<file path="config.mk">
export PLATFORM = sky130hd
export DESIGN_NAME = dvma_walker
export DESIGN_NICKNAME = d
export VERILOG_FILES = /design/src/rtl/dvma_pkg.sv /design/src/rtl/dvma_cfg_regs.sv /design/src/rtl/dvma_window.sv /design/src/rtl/dvma_entry_check.sv /design/src/rtl/dvma_walker.sv
export SDC_FILE = /design/constraint.sdc
export NUM_CORES = 1
export LEC_CHECK = 0
export CORE_MARGIN = 2
export CORE_UTILIZATION = 30
export CTS_CLUSTER_DIAMETER = 30
export DETAILED_ROUTE_END_ITERATION = 7
export GPL_ROUTABILITY_DRIVEN = 0
export SLEW_MARGIN = 15
export SYNTH_ARGS = -nofsm -noshare
export SYNTH_HDL_FRONTEND = slang
export SYNTH_HIERARCHICAL = 1
export SYNTH_SLANG_ARGS = --single-unit
</file>
<file path="constraint.sdc">
create_clock -name clk -period 7.79 [get_ports clk]
set_clock_uncertainty 0.05 [all_clocks]
set_input_delay 1.558 -clock clk [delete_from_list [all_inputs] [get_ports clk]]
set_output_delay 1.558 -clock clk [all_outputs]
set_load 0.02 [all_outputs]
</file>
<file path="src/rtl/dvma_pkg.sv">
package dvma_pkg;
    typedef enum logic [1:0] {
        FLT_NONE    = 2'd0,
        FLT_RANGE   = 2'd1,
        FLT_INVALID = 2'd2,
        FLT_WPROT   = 2'd3
    } fault_e;

    typedef enum logic [1:0] {
        ST_IDLE  = 2'd0,
        ST_FETCH = 2'd1,
        ST_WAIT  = 2'd2,
        ST_RESP  = 2'd3
    } walk_st_e;

    // Bit positions inside a translation entry.
    localparam int E_VALID  = 63;
    localparam int E_BIG    = 61;
    localparam int E_STREAM = 60;
    localparam int E_CACHE  = 4;
    localparam int E_WRITE  = 1;

    // Control word fields.
    localparam int C_ENABLE   = 0;
    localparam int C_BIGPAGE  = 2;
    localparam int C_SIZE_LO  = 16;
    localparam int C_SIZE_W   = 3;
endpackage

</file>
<file path="src/rtl/dvma_cfg_regs.sv">
module dvma_cfg_regs #(
    parameter int CFG_AW   = 4,
    parameter int DATA_W   = 64,
    parameter int PA_W     = 43,
    parameter int PG_SMALL = 13
) (
    input  logic                     clk,
    input  logic                     rst_n,
    input  logic                     wr_en,
    input  logic [CFG_AW-1:0]        wr_addr,
    input  logic [DATA_W-1:0]        wr_data,
    output logic                     ctl_enable,
    output logic                     ctl_bigpage,
    output logic [2:0]               ctl_size,
    output logic [PA_W-PG_SMALL-1:0] tbase_pg
);
    import dvma_pkg::*;

    localparam int TB_W = PA_W - PG_SMALL;
    localparam logic [CFG_AW-1:0] OFS_CTL  = CFG_AW'(0);
    localparam logic [CFG_AW-1:0] OFS_BASE = CFG_AW'(8);

    typedef struct packed {
        logic            en;
        logic            big;
        logic [2:0]      size;
        logic [TB_W-1:0] tb;
    } regs_t;

    regs_t r_d, r_q;

    always_comb begin
        r_d = r_q;
        if (wr_en && wr_addr == OFS_CTL) begin
            r_d.en   = wr_data[C_ENABLE];
            r_d.big  = wr_data[C_BIGPAGE];
            r_d.size = wr_data[C_SIZE_LO +: C_SIZE_W];
        end
        if (wr_en && wr_addr == OFS_BASE) begin
            r_d.tb = wr_data[PA_W-1:PG_SMALL];
        end
    end

    always_ff @(posedge clk) begin
        if (!rst_n) r_q <= '0;
        else        r_q <= r_d;
    end

    assign ctl_enable  = r_q.en;
    assign ctl_bigpage = r_q.big;
    assign ctl_size    = r_q.size;
    assign tbase_pg    = r_q.tb;

    // control only changes through a write at its own offset
    a_r10_ctl_hold: assert property (@(posedge clk) disable iff (!rst_n)
        !(wr_en && wr_addr == OFS_CTL) |=> $stable({ctl_enable, ctl_bigpage, ctl_size}));
    // table base only changes through a write at its own offset
    a_r10_base_hold: assert property (@(posedge clk) disable iff (!rst_n)
        !(wr_en && wr_addr == OFS_BASE) |=> $stable(tbase_pg));
endmodule

</file>
<file path="src/rtl/dvma_window.sv">
module dvma_window #(
    parameter int VA_W         = 32,
    parameter int PA_W         = 43,
    parameter int PG_SMALL     = 13,
    parameter int PG_LARGE     = 16,
    parameter int TBL_MIN_LOG2 = 10,
    parameter int ENT_LOG2     = 3
) (
    input  logic [2:0]               size_code,
    input  logic                     bigpage,
    input  logic [VA_W-1:0]          va,
    input  logic [PA_W-PG_SMALL-1:0] tbase_pg,
    output logic                     in_window,
    output logic [PA_W-1:0]          ent_addr
);
    localparam int SH_W = 6;

    logic [SH_W-1:0] pg_shift;
    logic [SH_W-1:0] win_log2;
    logic [VA_W-1:0] win_base;
    logic [VA_W-1:0] offset;
    logic [VA_W-1:0] slot;

    always_comb begin
        pg_shift  = bigpage ? SH_W'(PG_LARGE) : SH_W'(PG_SMALL);
        win_log2  = SH_W'(TBL_MIN_LOG2) + SH_W'(size_code) + pg_shift;
        // A window of 2^VA_W bytes or more starts at address zero.
        if (int'(win_log2) >= VA_W) win_base = '0;
        else                        win_base = {VA_W{1'b1}} << win_log2;
        in_window = (va >= win_base);
        offset    = va - win_base;
        slot      = offset >> pg_shift;
        ent_addr  = {tbase_pg, {PG_SMALL{1'b0}}} + (PA_W'(slot) << ENT_LOG2);
    end
endmodule

</file>
<file path="src/rtl/dvma_entry_check.sv">
module dvma_entry_check #(
    parameter int VA_W     = 32,
    parameter int PA_W     = 43,
    parameter int ENT_W    = 64,
    parameter int PG_SMALL = 13,
    parameter int PG_LARGE = 16
) (
    input  logic [ENT_W-1:0]  entry,
    input  logic [VA_W-1:0]   va,
    input  logic              is_write,
    output logic [PA_W-1:0]   pa,
    output logic              cacheable,
    output logic              streamable,
    output dvma_pkg::fault_e  fault
);
    import dvma_pkg::*;

    logic [PA_W-1:0] pa_small, pa_big;

    assign pa_small = {entry[PA_W-1:PG_SMALL], va[PG_SMALL-1:0]};
    assign pa_big   = {entry[PA_W-1:PG_LARGE], va[PG_LARGE-1:0]};

    always_comb begin
        pa         = '0;
        cacheable  = 1'b0;
        streamable = 1'b0;
        if (!entry[E_VALID]) begin
            fault = FLT_INVALID;
        end else if (is_write && !entry[E_WRITE]) begin
            fault = FLT_WPROT;
        end else begin
            fault      = FLT_NONE;
            pa         = entry[E_BIG] ? pa_big : pa_small;
            cacheable  = entry[E_CACHE];
            streamable = entry[E_STREAM];
        end
    end
endmodule

</file>
<file path="src/rtl/dvma_walker.sv">
module dvma_walker #(
    parameter int VA_W         = 32,
    parameter int PA_W         = 43,
    parameter int ENT_W        = 64,
    parameter int CFG_AW       = 4,
    parameter int PG_SMALL     = 13,
    parameter int PG_LARGE     = 16,
    parameter int TBL_MIN_LOG2 = 10
) (
    input  logic              clk,
    input  logic              rst_n,
    input  logic              cfg_valid,
    output logic              cfg_ready,
    input  logic [CFG_AW-1:0] cfg_addr,
    input  logic [ENT_W-1:0]  cfg_wdata,
    input  logic              req_valid,
    output logic              req_ready,
    input  logic [VA_W-1:0]   req_va,
    input  logic              req_write,
    output logic              mem_req_valid,
    input  logic              mem_req_ready,
    output logic [PA_W-1:0]   mem_req_addr,
    input  logic              mem_rsp_valid,
    output logic              mem_rsp_ready,
    input  logic [ENT_W-1:0]  mem_rsp_data,
    output logic              rsp_valid,
    input  logic              rsp_ready,
    output logic [PA_W-1:0]   rsp_pa,
    output logic              rsp_cacheable,
    output logic              rsp_streamable,
    output logic [1:0]        rsp_fault
);
    import dvma_pkg::*;

    localparam int TB_W     = PA_W - PG_SMALL;
    localparam int ENT_LOG2 = $clog2(ENT_W / 8);

    typedef struct packed {
        walk_st_e        st;
        logic [VA_W-1:0] va;
        logic            wr;
        logic            en;
        logic [PA_W-1:0] addr;
        logic [PA_W-1:0] pa;
        logic            c;
        logic            s;
        fault_e          flt;
    } walk_t;

    walk_t w_d, w_q;

    logic            ctl_enable, ctl_bigpage;
    logic [2:0]      ctl_size;
    logic [TB_W-1:0] tbase_pg;
    logic            win_hit;
    logic [PA_W-1:0] win_addr;
    logic [PA_W-1:0] chk_pa;
    logic            chk_c, chk_s;
    fault_e          chk_flt;

    dvma_cfg_regs #(
        .CFG_AW(CFG_AW), .DATA_W(ENT_W), .PA_W(PA_W), .PG_SMALL(PG_SMALL)
    ) u_regs (
        .clk(clk), .rst_n(rst_n),
        .wr_en(cfg_valid), .wr_addr(cfg_addr), .wr_data(cfg_wdata),
        .ctl_enable(ctl_enable), .ctl_bigpage(ctl_bigpage),
        .ctl_size(ctl_size), .tbase_pg(tbase_pg)
    );

    dvma_window #(
        .VA_W(VA_W), .PA_W(PA_W), .PG_SMALL(PG_SMALL), .PG_LARGE(PG_LARGE),
        .TBL_MIN_LOG2(TBL_MIN_LOG2), .ENT_LOG2(ENT_LOG2)
    ) u_window (
        .size_code(ctl_size), .bigpage(ctl_bigpage), .va(req_va),
        .tbase_pg(tbase_pg), .in_window(win_hit), .ent_addr(win_addr)
    );

    dvma_entry_check #(
        .VA_W(VA_W), .PA_W(PA_W), .ENT_W(ENT_W),
        .PG_SMALL(PG_SMALL), .PG_LARGE(PG_LARGE)
    ) u_check (
        .entry(mem_rsp_data), .va(w_q.va), .is_write(w_q.wr),
        .pa(chk_pa), .cacheable(chk_c), .streamable(chk_s), .fault(chk_flt)
    );

    always_comb begin
        w_d = w_q;
        unique case (w_q.st)
            ST_IDLE: begin
                if (req_valid) begin
                    w_d.va  = req_va;
                    w_d.wr  = req_write;
                    w_d.en  = ctl_enable;
                    w_d.c   = 1'b0;
                    w_d.s   = 1'b0;
                    w_d.flt = FLT_NONE;
                    w_d.pa  = '0;
                    if (!ctl_enable) begin
                        w_d.pa = PA_W'(req_va);
                        w_d.st = ST_RESP;
                    end else if (!win_hit) begin
                        w_d.flt = FLT_RANGE;
                        w_d.st  = ST_RESP;
                    end else begin
                        w_d.addr = win_addr;
                        w_d.st   = ST_FETCH;
                    end
                end
            end
            ST_FETCH: if (mem_req_ready) w_d.st = ST_WAIT;
            ST_WAIT: begin
                if (mem_rsp_valid) begin
                    w_d.pa  = chk_pa;
                    w_d.c   = chk_c;
                    w_d.s   = chk_s;
                    w_d.flt = chk_flt;
                    w_d.st  = ST_RESP;
                end
            end
            ST_RESP: if (rsp_ready) w_d.st = ST_IDLE;
            default: w_d.st = ST_IDLE;
        endcase
    end

    always_ff @(posedge clk) begin
        if (!rst_n) w_q <= '{st: ST_IDLE, flt: FLT_NONE, default: '0};
        else        w_q <= w_d;
    end

    assign cfg_ready      = 1'b1;
    assign req_ready      = (w_q.st == ST_IDLE);
    assign mem_req_valid  = (w_q.st == ST_FETCH);
    assign mem_req_addr   = w_q.addr;
    assign mem_rsp_ready  = (w_q.st == ST_WAIT);
    assign rsp_valid      = (w_q.st == ST_RESP);
    assign rsp_pa         = w_q.pa;
    assign rsp_cacheable  = w_q.c;
    assign rsp_streamable = w_q.s;
    assign rsp_fault      = w_q.flt;

    // a held response keeps its payload
    a_r9_rsp_stable: assert property (@(posedge clk) disable iff (!rst_n)
        rsp_valid && !rsp_ready |=> rsp_valid && $stable(rsp_pa) && $stable(rsp_fault)
            && $stable(rsp_cacheable) && $stable(rsp_streamable));
    // a held fetch keeps its address
    a_r9_fetch_stable: assert property (@(posedge clk) disable iff (!rst_n)
        mem_req_valid && !mem_req_ready |=> mem_req_valid && $stable(mem_req_addr));
    // fetches are entry aligned
    a_r4_entry_aligned: assert property (@(posedge clk) disable iff (!rst_n)
        mem_req_valid |-> mem_req_addr[ENT_LOG2-1:0] == '0);
    // no table access for a request taken with translation off
    a_r2_no_fetch_bypass: assert property (@(posedge clk) disable iff (!rst_n)
        mem_req_valid |-> w_q.en);
    // the page offset of a good translation is the request's
    a_r7_offset_kept: assert property (@(posedge clk) disable iff (!rst_n)
        rsp_valid && rsp_fault == FLT_NONE |-> rsp_pa[PG_SMALL-1:0] == w_q.va[PG_SMALL-1:0]);
endmodule

</file>
==> results.yml, run 1 <==
setup_path:
  cp_max_fo: 17
  r2r-end: "mem_req_addr[37]$_SDFFE_PN0P_"
  cp_slowest_cell: "xor2_1"
  cp.required_ns: 8.09
  cp_common_cell: "ha_1"
  cp_num_buf_inv: 3
  crit_family: "compound AO/OA/AOI/OAI gates"
  rr_startpoint: "u_regs/ctl_bigpage$_SDFFE_PN0P_"
  r2r_cells: 29
  endpoint_kind: "register"
  reg2reg_slack_ns: 0.87
  critPathKind: "reg -> reg"
  cp.arrival_ns: 7.22
  critPathMaxStageDelay_ns: 0.52
  cp.depth: 29
  start_kind: "register"
  setup.worst_path.start: "u_regs/ctl_bigpage$_SDFFE_PN0P_"
grt:
  overflow: 0
  grt_max_degree: 69
  grt_pass1_wl_mm: 49.5
  grt_pass1_vias: 8971
  antenna_found_initial: 3
  track_usage_pct: 17.1
final_layout:
  design_area_um2: 12700
  drive_above_1_share_pct: 7.92
  area_delta_synth_final_pct: 19.4
  n_fill_cell: 3605
  fin_util_pct: 36.5
  final_nets: 1615
  stdcell_count: 1847
drt:
  vias: 9261
  drt_iter0_markers: 503
  wl_per_cell_um: 17.2
  routed_wl_mm: 31.7
  dr.pass1.iters: 5
  avgViaCountPerCell: 5.01
  drc_errors: 0
  antenna_left: 0
sta:
  slew_viol_final: 0
  hold_viol: 0
  fin_ws_ns: 0.871
  period_needed_ns: 6.92
  final-setup-viol-count: 0
  setup_tns_ns: 0
  fin_crit_sh_pct: 88.8
  rsz0062_at_grt: "false"
  whs_ns: 0.400
  worst_pin_slew_ns: 1.14
  relSlewSlack_pct: 23.8
  fmax_mhz: 145
clock_tree:
  post_cts_buffers: 0
  cts_buffers: 17
  cts.sinks: 144
  post_cts_resized: 0
  clockBufferDepth: 2
  clk_pin_slew_ns: 0.06
  htreeDepth: 4
  cts_tree: "yes"
  clockRootBuffer: "clkbuf_16"
  holdBufCountCts: 0
  clock_latency_ns: 0.43
outcome:
  status: "complete, no violations"
placed_design:
  place_area_um2: 12100
  place_inst: 1812
  dp_hpwl_mm: 22.7
  port_buffers: 204
  dpl_worst_slack_ns: 0.908
power:
  powerDensity_nw_per_um2: 223
  p_leak_nw: 4.81
  ir_worst_vdd_v: 0.000180
  p_total_mw: 2.82
floorplanning:
  dieArea_um2: 36900
  initial_core_util_pct: 30.6
  die_w_um: 192
  row_count: 68
  die_y_um: 192
  pin_count: 267
  core_um2: 34700
logic_synthesis:
  syn_avg_cell_area_um2: 8.17
  yosysWarningCount: 6
  syn_inst: 1299
  synth.cell_area_um2: 10600
min_path:
  worstHoldStart: "w_q[104]$_SDFFE_PN0P_"
  hold_path_end: "w_q[104]$_SDFFE_PN0P_"
  hold_depth: 2
  min_path_type: "reg -> reg"
job:
  drv_cap: 0
cells in the final DEF, fill, tap and decap left out, types with 22 or more instances in the layout:
cell type / n
nand2_1: 226
clkdlybuf4s50_1: 203
a21oi_1: 156
dfxtp_1: 144
ha_1: 66
o21ai_0: 47
mux2i_1: 43
and3b_1: 42
nor2_1: 41
a22oi_1: 32
a211oi_2: 30
a21o_1: 28
xnor2_1: 27
conb_1: 26
inv_1: 23
nand4_1: 22
layer usage:
layer  track usage [%]  wire length [um]
met4              5.99               698
met1              23.2             15100
met5                 0                 0
met3              3.22              1660
met2              26.9             14300
flip-flops by register name, indices dropped and copies added, names as in the netlist:
| register | flops |
|---|---|
| mem_req_addr | 43 |
| rsp_cacheable | 1 |
| rsp_fault | 2 |
| rsp_pa | 43 |
| rsp_streamable | 1 |
| u_regs/ctl_bigpage | 1 |
| u_regs/ctl_enable | 1 |
| u_regs/ctl_size | 3 |
| u_regs/tbase_pg | 30 |
| w_q | 19 |
final cells by class:
| class | instances | area, um2 | share of cell area, % |
|---|---|---|---|
| well taps | 455 | 569 | 4.49 |
| diodes | 3 | 7.51 | 0.0592 |
| clock buffers | 20 | 457 | 3.60 |
| clock inverters | 12 | 109 | 0.858 |
| flip-flops and latches | 144 | 2880 | 22.7 |
| repair buffers | 214 | 2110 | 16.7 |
| multi-input cells | 975 | 6450 | 50.9 |
| inverters | 24 | 92.6 | 0.730 |
worst max-delay path by stage:
stage,endpoint
2_1_floorplan,mem_req_addr[37]$_SDFFE_PN0P_
3_5_place_dp,mem_req_addr[41]$_SDFFE_PN0P_
6_report,mem_req_addr[37]$_SDFFE_PN0P_
4_1_cts,mem_req_addr[41]$_SDFFE_PN0P_
5_1_grt,mem_req_addr[41]$_SDFFE_PN0P_
3_3_place_gp,mem_req_addr[41]$_SDFFE_PN0P_
report_power, final:
group,switching [mW],total [mW],internal [mW]
combinational,0.694,1.15,0.452
clock,0.352,0.809,0.458
sequential,0.0451,0.868,0.823
worst register-to-register path, delay by kind of cell (launching register included):
kind	cells	cell delay, ns
AOI/OAI and AO/OA	10	2.39
xor gates and xnor gates	3	0.81
adders and majority gates	5	1.46
buffers and inverters	3	0.56
DFF	1	0.31
muxes	1	0.17
and+or+nand+nor	7	1.06
Note: power is estimated with default switching activity, not from simulation.
==> run 2, diff against run 1 <==
--- a/config.mk
+++ b/config.mk
@@ -10,7 +10,7 @@
 export CTS_CLUSTER_DIAMETER = 30
 export DETAILED_ROUTE_END_ITERATION = 7
 export GPL_ROUTABILITY_DRIVEN = 0
-export SLEW_MARGIN = 15
+export SLEW_MARGIN = 20
 export SYNTH_ARGS = -nofsm -noshare
 export SYNTH_HDL_FRONTEND = slang
 export SYNTH_HIERARCHICAL = 1
==> results of run 2 <==
No change in the layout: final DEF, timing and power equal those of run 1.
